File: src/rtl/spd_pkg.sv
package spd_pkg;
  typedef enum logic [1:0] {
    SRC_MAIN = 2'b00,
    SRC_RTC  = 2'b01,
    SRC_PLL  = 2'b10,
    SRC_RSVD = 2'b11
  } src_e;

  // Field order equals the command bit layout [6:0].
  typedef struct packed {
    logic       pll_off;
    logic       main_off;
    src_e       src;
    logic [2:0] div_exp;
  } speed_t;

  localparam speed_t SPEED_RESET = '{pll_off: 1'b0, main_off: 1'b0, src: SRC_MAIN, div_exp: 3'd0};
endpackage

File: src/rtl/spd_decode.sv
module spd_decode
  import spd_pkg::*;
#(
  parameter int CMD_W = 8
) (
  input  logic [CMD_W-1:0] cmd,
  input  logic             main_valid,
  input  logic             rtc_valid,
  input  logic             pll_valid,
  output speed_t           cfg,
  output logic             ok
);
  localparam int CFG_W = $bits(speed_t);

  always_comb begin
    cfg = speed_t'(cmd[CFG_W-1:0]);
    ok  = (cmd[CMD_W-1:CFG_W] == '0);
    unique case (cfg.src)
      SRC_MAIN: ok = ok && main_valid && !cfg.main_off;
      SRC_RTC:  ok = ok && rtc_valid;
      SRC_PLL:  ok = ok && pll_valid && !cfg.pll_off;
      default:  ok = 1'b0;
    endcase
  end
endmodule

File: src/rtl/spd_regs.sv
module spd_regs
  import spd_pkg::*;
#(
  parameter int NEST_W = 3
) (
  input  logic   clk,
  input  logic   rst,
  input  logic   cmd_valid,
  input  logic   cmd_ok,
  input  speed_t cmd_cfg,
  input  logic   isr_wr,
  input  logic   isr_ok,
  input  speed_t isr_cfg,
  input  logic   irq_enter,
  input  logic   irq_return,
  output speed_t target,
  output logic   cmd_err
);
  localparam logic [NEST_W-1:0] NEST_MAX = '1;

  speed_t            norm_q, isr_q;
  logic [NEST_W-1:0] depth_q;

  always_ff @(posedge clk) begin
    if (rst) begin
      norm_q  <= SPEED_RESET;
      isr_q   <= SPEED_RESET;
      depth_q <= '0;
      cmd_err <= 1'b0;
    end else begin
      cmd_err <= (cmd_valid && !cmd_ok) || (isr_wr && !isr_ok);
      if (cmd_valid && cmd_ok) norm_q <= cmd_cfg;
      if (isr_wr && isr_ok)    isr_q  <= isr_cfg;
      if (irq_enter && !irq_return && depth_q != NEST_MAX)
        depth_q <= depth_q + 1'b1;
      else if (irq_return && !irq_enter && depth_q != '0)
        depth_q <= depth_q - 1'b1;
    end
  end

  assign target = (depth_q != '0) ? isr_q : norm_q;
endmodule

File: src/rtl/spd_divider.sv
module spd_divider
  import spd_pkg::*;
#(
  parameter int EXP_W = 3
) (
  input  logic   clk,
  input  logic   rst,
  input  logic   main_tick,
  input  logic   rtc_tick,
  input  logic   pll_tick,
  input  speed_t target,
  output speed_t active,
  output logic   core_en,
  output logic   timer_en
);
  localparam int CNT_W = (1 << EXP_W) - 1;

  logic [CNT_W-1:0] cnt_q, term;
  logic             tick_sel, wrap;

  always_comb begin
    unique case (active.src)
      SRC_MAIN: tick_sel = main_tick;
      SRC_RTC:  tick_sel = rtc_tick;
      SRC_PLL:  tick_sel = pll_tick;
      default:  tick_sel = 1'b0;
    endcase
    term = (CNT_W'(1) << active.div_exp) - CNT_W'(1);
    wrap = tick_sel && (cnt_q == term);
  end

  always_ff @(posedge clk) begin
    if (rst) begin
      active   <= SPEED_RESET;
      cnt_q    <= '0;
      core_en  <= 1'b0;
      timer_en <= 1'b0;
    end else begin
      timer_en <= tick_sel;
      core_en  <= wrap;
      if (wrap) begin
        cnt_q  <= '0;
        active <= target;
      end else if (tick_sel) begin
        cnt_q  <= cnt_q + 1'b1;
      end
    end
  end
endmodule

File: src/rtl/cpu_clk_speed.sv
module cpu_clk_speed
  import spd_pkg::*;
#(
  parameter int CMD_W  = 8,
  parameter int EXP_W  = 3,
  parameter int NEST_W = 3
) (
  input  logic             clk,
  input  logic             rst,
  input  logic             main_tick,
  input  logic             rtc_tick,
  input  logic             pll_tick,
  input  logic             main_valid,
  input  logic             rtc_valid,
  input  logic             pll_valid,
  input  logic             cmd_valid,
  input  logic [CMD_W-1:0] cmd_data,
  input  logic             isr_wr,
  input  logic [CMD_W-1:0] isr_data,
  input  logic             irq_enter,
  input  logic             irq_return,
  output logic             core_en,
  output logic             timer_en,
  output logic             main_osc_off,
  output logic             pll_off,
  output logic             cmd_err,
  output logic [1:0]       cur_src,
  output logic [EXP_W-1:0] cur_div_exp
);
  speed_t cmd_cfg, isr_cfg, target, active;
  logic   cmd_ok, isr_ok;

  spd_decode #(.CMD_W(CMD_W)) u_dec_cmd (
    .cmd(cmd_data), .main_valid(main_valid), .rtc_valid(rtc_valid),
    .pll_valid(pll_valid), .cfg(cmd_cfg), .ok(cmd_ok)
  );

  spd_decode #(.CMD_W(CMD_W)) u_dec_isr (
    .cmd(isr_data), .main_valid(main_valid), .rtc_valid(rtc_valid),
    .pll_valid(pll_valid), .cfg(isr_cfg), .ok(isr_ok)
  );

  spd_regs #(.NEST_W(NEST_W)) u_regs (
    .clk(clk), .rst(rst), .cmd_valid(cmd_valid), .cmd_ok(cmd_ok),
    .cmd_cfg(cmd_cfg), .isr_wr(isr_wr), .isr_ok(isr_ok), .isr_cfg(isr_cfg),
    .irq_enter(irq_enter), .irq_return(irq_return), .target(target),
    .cmd_err(cmd_err)
  );

  spd_divider #(.EXP_W(EXP_W)) u_div (
    .clk(clk), .rst(rst), .main_tick(main_tick), .rtc_tick(rtc_tick),
    .pll_tick(pll_tick), .target(target), .active(active),
    .core_en(core_en), .timer_en(timer_en)
  );

  assign main_osc_off = active.main_off;
  assign pll_off      = active.pll_off;
  assign cur_src      = active.src;
  assign cur_div_exp  = active.div_exp;
endmodule

File: config.mk
export PLATFORM = sky130hd
export DESIGN_NAME = cpu_clk_speed
export DESIGN_NICKNAME = d
export VERILOG_FILES = /design/src/rtl/spd_pkg.sv /design/src/rtl/spd_decode.sv /design/src/rtl/spd_regs.sv /design/src/rtl/spd_divider.sv /design/src/rtl/cpu_clk_speed.sv
export SDC_FILE = /design/constraint.sdc
export NUM_CORES = 1
export LEC_CHECK = 0
export ABC_CLOCK_PERIOD_IN_PS = 2300
export BUFFER_PORTS_ARGS = -buffer_cell sky130_fd_sc_hd__buf_2
export CAP_MARGIN = 25
export CORE_UTILIZATION = 50
export CTS_BUF_LIST = sky130_fd_sc_hd__clkbuf_8
export CTS_CLUSTER_SIZE = 8
export DETAILED_ROUTE_END_ITERATION = 8
export PLACE_DENSITY_LB_ADDON = 0.15
export SLEW_MARGIN = 10
export SYNTH_ARGS = -nofsm -noshare
export SYNTH_HDL_FRONTEND = slang
export SYNTH_SLANG_ARGS = --single-unit
File: constraint.sdc
create_clock -name clk -period 2.3 [get_ports clk]
set_input_delay 0.46 -clock clk [delete_from_list [all_inputs] [get_ports clk]]
set_output_delay 0.46 -clock clk [all_outputs]
set_load 0.01 [all_outputs]
==> results of run 1 <==
==> worst min path at each step <==
stage | from | endpoint | slack, ns | depth (start not counted)
finish | isr_data[0] | u_regs.isr_q[0]$_SDFFE_PP0P_ | 0.41 | 3
global route | isr_data[1] | u_regs.isr_q[1]$_SDFFE_PP0P_ | 0.41 | 3
CTS | isr_data[0] | u_regs.isr_q[0]$_SDFFE_PP0P_ | 0.40 | 3
detailed placement | u_div.active[5]$_SDFFE_PP0P_ | u_div.active[5]$_SDFFE_PP0P_ | 0.45 | 1
global placement | u_div.active[5]$_SDFFE_PP0P_ | u_div.active[5]$_SDFFE_PP0P_ | 0.45 | 1
floorplan | u_regs.isr_q[0]$_SDFFE_PP0P_ | u_regs.isr_q[0]$_SDFFE_PP0P_ | 0.46 | 2
==> registers in the layout, summed over array words and instances (netlist names) <==
signal and count:
u_div.active 7, u_regs.cmd_err 1, u_regs.depth_q 3, u_regs.norm_q 7, u_div.core_en 1, u_regs.isr_q 7, u_div.cnt_q 7, u_div.timer_en 1
==> stage by stage <==
stage                     power [µW]  hold WS [ns]  area, µm²  cells   util
after global routing            2060         0.415       2080    276  0.618
after floorplan                 1340         0.463       1770    191      -
after global placement          1470         0.451       1990    268  0.590
final                           1920         0.407       2080    276  0.618
after CTS                       1940         0.399       2080    276  0.618
after detailed placement        1500         0.454       1990    268  0.590
==> metal layers <==
metal,part of all wire,wire (µm),global-route usage
met1,0.44,1580,0.237
met5,0,0,0
met2,0.50,1780,0.390
met3,0.036,129,0.0483
met4,0.025,91,0.105
==> final cells by class <==
| class | instances | area, µm² |
|---|---|---|
| Clock buffer | 6 | 82.6 |
| Multi-Input combinational cell | 146 | 1020 |
| Timing Repair Buffer | 42 | 223 |
| Sequential cell | 34 | 681 |
| Fill cell | 336 | 1290 |
| Tap cell | 46 | 57.6 |
| Clock inverter | 2 | 8.76 |
==> layout by cell type (no fill, tap or decap), types with 2 or more instances in the layout <==
master,n
xor2_1,6
o21ai_0,3
nor2b_1,6
nor2_1,25
buf_2,37
nand3_1,6
a41oi_1,7
dfxtp_1,34
nand4_1,2
and4_1,2
clkbuf_8,6
a21oi_1,9
buf_4,5
nand2_1,8
nand3b_1,2
nor3_1,10
a21bo_2,2
o21a_1,8
o211ai_2,2
mux2i_1,23
nand2b_1,8
==> critical path, stage by stage, from the launching register on <==
cell	delay, ns
dfxtp_1	0.53
nor2b_1	0.23
a221oi_2	0.11
nor4b_4	0.39
and3_1	0.37
buf_4	0.21
nor3_1	0.07
==> logic make-up after synthesis <==
| family | after synthesis | share of synthesized area |
|---|---|---|
| flops | 34 | 0.385 |
| simple gates | 73 | 0.218 |
| compound gates | 41 | 0.178 |
| xor+xnor | 7 | 0.0347 |
| buf+inv | 11 | 0.0354 |
| fa+ha+maj | 2 | 0.0184 |
| mux | 23 | 0.130 |
==> power breakdown <==
part | switching, µW | internal [µW]
registers | 104 | 676
logic | 364 | 337
clock network | 200 | 237
total | 669 | 1250
==> metrics.txt, run 1 <==
status complete, no violations; crit path launch u_div.active[2]$_SDFFE_PP0P_; Synthesis Warnings 0; clock latency at the later pin of the worst-skew pair 0.28 ns; DRT Wirelength 3590 µm; Power Dens Cells 923 nW/µm²; total grt overflow 0; post-CTS setup buffers 0; IO Pins 38; share of cells above drive strength 1 0.248; Worst Path Required 2.44 ns; CTS Buf Count 5; CP arrival 2.18 ns; number of diodes 0; Synth top area share 0.385; max-cap violations 0; Die ar. 3780 µm²; Slew headroom 0.613; CP Class register to register; htree depth 2; GR Util All Layers 0.215; Worst Hold Class input pin to register; CTS root buffer clkbuf_8; height of the die 61.5 µm; total negative setup slack 0 ns; CP Launch Type register; Resize count post-CTS 0; Crit Path Max Fanout 12; Iter 0 DRT Violations 71; flop2flop setup slack 0.26 ns; R2R cell count 6; CTS tree built; Max clock buf depth 2; Cells after Synth 191; Port Buffers 37; sequential cell area fraction in the yosys report 0.385; vias 1,517; Critical Path End u_div.cnt_q[2]$_SDFFE_PP0P_; ys flop type dfxtp_1; worst setup margin 0.256 ns; chip width 61.5 µm; CTS Sinks 34; Static Leak 0.000951 µW; FF-to-FF Start u_div.active[2]$_SDFFE_PP0P_; Max Freq 489 MHz; number of flops mapped to enable cells by yosys 0; Setup crit end kind register; Pre-antenna DRT Iters 4; GPL Wtd Cong 0.782; Synth area leaders dfxtp_1 (38%), mux2i_1 (13%), nor2_1 (5.3%); Synthesized Nets 221; Slew @ Worst Pin 0.580 ns; Worst R2R End u_div.cnt_q[2]$_SDFFE_PP0P_; area leader, netlist dfxtp_1; DP Worst Slack 0.235 ns; FF+latch count, synth 34; number of routed nets with antenna violations 0; count of unique library cells instantiated by Yosys 39; number of remaining DRC errors 0; final net count 259; skew final 0.000958 ns; Hold-fix buffers, CTS 0; unrepaired setup endpoints after global routing false; final worst-path cycle share 0.889; initial antenna violation count 0; first-pass GRT wire length 5890 µm; DPL Wire Length 2770 µm; CTS clk-pin slew, worst paths 0.06 ns; Via density 5.50; Core Rows 21; Async SR Flop Fraction 0; Max VDD drop 414 µV; Mapped Area 1770 µm²; Final Max Tran Viols 0; top-count cell post-synth dfxtp_1; area grow syn2layout 17.5%; core footprint 3360 µm²; Period minus WS final 2.04 ns; Avg Cell Area, Syn 9.26 µm²; DR WL/cell 13.0 µm; largest net degree at the start of global routing 35; vias in the first global route 1,410; Setup violations, final 0; top cells by count, synth dfxtp_1 (34), nor2_1 (25), mux2i_1 (23); Final Hold Vio Count 0; Initial Util 0.526
Power figures use the tool's default switching activity.
==> run 2: changes to the inputs <==
--- a/config.mk
+++ b/config.mk
@@ -5,7 +5,7 @@
 export SDC_FILE = /design/constraint.sdc
 export NUM_CORES = 1
 export LEC_CHECK = 0
-export ABC_CLOCK_PERIOD_IN_PS = 2300
+export ABC_CLOCK_PERIOD_IN_PS = 2200
 export BUFFER_PORTS_ARGS = -buffer_cell sky130_fd_sc_hd__buf_2
 export CAP_MARGIN = 25
 export CORE_UTILIZATION = 50
==> constraint.sdc (replaced) <==
create_clock -name clk -period 2.2 [get_ports clk]
set_input_delay 0.44 -clock clk [delete_from_list [all_inputs] [get_ports clk]]
set_output_delay 0.44 -clock clk [all_outputs]
set_load 0.01 [all_outputs]
==> metrics.txt, run 2 (synthesized netlist as in run 1, its figures left out) <==
number of routed nets with antenna violations 0 (unchanged); CP arrival 2.06 ns (-0.12 ns); Hold-fix buffers, CTS 0 (unchanged); Max clock buf depth 2 (unchanged); most common cell after layout, fill and taps aside buf_2; total grt overflow 0 (unchanged); final worst-path cycle share 0.874 (-0.0147); area of the multi-input gates 1020 µm² (unchanged); share of cells above drive strength 1 0.251 (+0.00326); Setup violations, final 0 (unchanged); Port Buffers 37 (unchanged); DRT Wirelength 3690 µm (+2.8%); first-pass GRT wire length 6150 µm (+4.5%); Slew @ Worst Pin 0.594 ns (+0.0130 ns); Worst Path Required 2.34 ns (-0.10 ns); core footprint 3360 µm² (unchanged); total negative setup slack 0 ns (unchanged); Via density 5.53 (+0.56%); vias in the first global route 1,447 (+2.6%); skew final 0.00655 ns (+0.00560 ns); Worst Hold Class input pin to register; Final Max Tran Viols 0 (unchanged); Iter 0 DRT Violations 70 (-1.4%); worst setup margin 0.277 ns (+0.0213 ns); htree depth 2 (unchanged); initial antenna violation count 0 (unchanged); Fill cells 321 (-4.5%); CP Launch Type register; CTS clk-pin slew, worst paths 0.07 ns (about the same); Resize count post-CTS 0 (unchanged); vias 1,531 (+0.92%); Die ar. 3780 µm² (unchanged); Setup crit end kind register; design area 2080 µm² (+0.36%); Period minus WS final 1.92 ns (-0.121 ns); height of the die 61.5 µm (unchanged); GPL Wtd Cong 0.804 (+2.8%); DP Worst Slack 0.155 ns (-0.0797 ns); Crit Path Max Fanout 12 (unchanged); commonest cells after routing, fill and taps aside buf_2 (37), dfxtp_1 (34), nor2_1 (25); IO Pins 38 (unchanged); DPL Wire Length 2720 µm (-1.8%); DR WL/cell 13.3 µm (+2.4%); register area 681 µm² (unchanged); CP Class register to register; CTS Buf Count 5 (unchanged); Max Freq 520 MHz (+6.3%); Power Dens Cells 981 nW/µm² (+6.2%); max-cap violations 0 (unchanged); number of remaining DRC errors 0 (unchanged); chip width 61.5 µm (unchanged); Pre-antenna DRT Iters 4 (unchanged); status complete, no violations; CTS root buffer clkbuf_8; Slew headroom 0.604 (-0.00869); CTS tree built; Initial Util 0.526 (unchanged); unrepaired setup endpoints after global routing false; DP Area 1990 µm² (+0.38%); Hold WS 0.387 ns (-0.0193 ns); clock latency at the later pin of the worst-skew pair 0.29 ns (about the same); Core Rows 21 (unchanged); Final Hold Vio Count 0 (unchanged); Max VDD drop 550 µV (+33%); number of diodes 0 (unchanged); largest net degree at the start of global routing 35 (unchanged); final net count 260 (+0.39%); post-CTS setup buffers 0 (unchanged); GR Util All Layers 0.222 (+0.00663); area grow syn2layout 17.9%; Static Leak 0.000957 µW (+0.54%); CTS Sinks 34 (unchanged)
==> run 2: cell types whose count changed in the layout (fill, tap and decap cells not counted), sizes merged <==
| cell | previous run | this run |
|---|---|---|
| buf | 42 | 43 |
==> run 2: metrics by stage <==
stage          total power [µW]   util  cells
2_1_floorplan              1400      -    191
3_3_place_gp               1560  0.593    269
3_5_place_dp               1590  0.593    269
4_1_cts                    2060  0.620    277
5_1_grt                    2190  0.620    277
6_report                   2040  0.620    277
==> run 2: worst paths after layout <==
| path | startpoint | to | slack (ns) | cells after the start |
|---|---|---|---|---|
| setup / recovery | u_div.active[2]$_SDFFE_PP0P_ | u_div.cnt_q[4]$_SDFFE_PP0P_ | 0.28 | 6 |
| hold / removal | cmd_data[0] | u_regs.norm_q[0]$_SDFFE_PP0P_ | 0.39 | 3 |
| setup reg to reg | u_div.active[2]$_SDFFE_PP0P_ | u_div.cnt_q[4]$_SDFFE_PP0P_ | 0.28 | 6 |
| hold reg to reg | u_div.active[5]$_SDFFE_PP0P_ | u_div.active[5]$_SDFFE_PP0P_ | 0.47 | 1 |
==> run 2: layer usage <==
layer | part of all wire | wire length [µm] | global-route usage
met1 | 0.44 | 1610 | 0.250
met2 | 0.51 | 1890 | 0.401
met3 | 0.037 | 136 | 0.0588
met4 | 0.013 | 48 | 0.0825
met5 | 0 | 0 | 0
==> run 2: power breakdown <==
group	total (µW)	internal (µW)	leakage, µW	switching (µW)
sequential	821	706	0.000277	115
clock	464	248	0.0000524	217
combinational	759	370	0.000627	389
total	2040	1320	0.000957	721
==> run 2: critical path: stages, from the launching register on <==
cell and delay (ns):
dfxtp_1 0.56, nor2b_1 0.23, a221oi_2 0.11, nor4b_4 0.23
and3_1 0.38, buf_4 0.22, nor3_1 0.06
==> run 2: final cells by class <==
| class | count | share of cell area |
|---|---|---|
| clock buffers | 6 | 0.0396 |
| clock inverters | 2 | 0.00420 |
| multi-input cells | 146 | 0.492 |
| flip-flops and latches | 34 | 0.327 |
| well taps | 46 | 0.0276 |
| repair buffers | 43 | 0.110 |
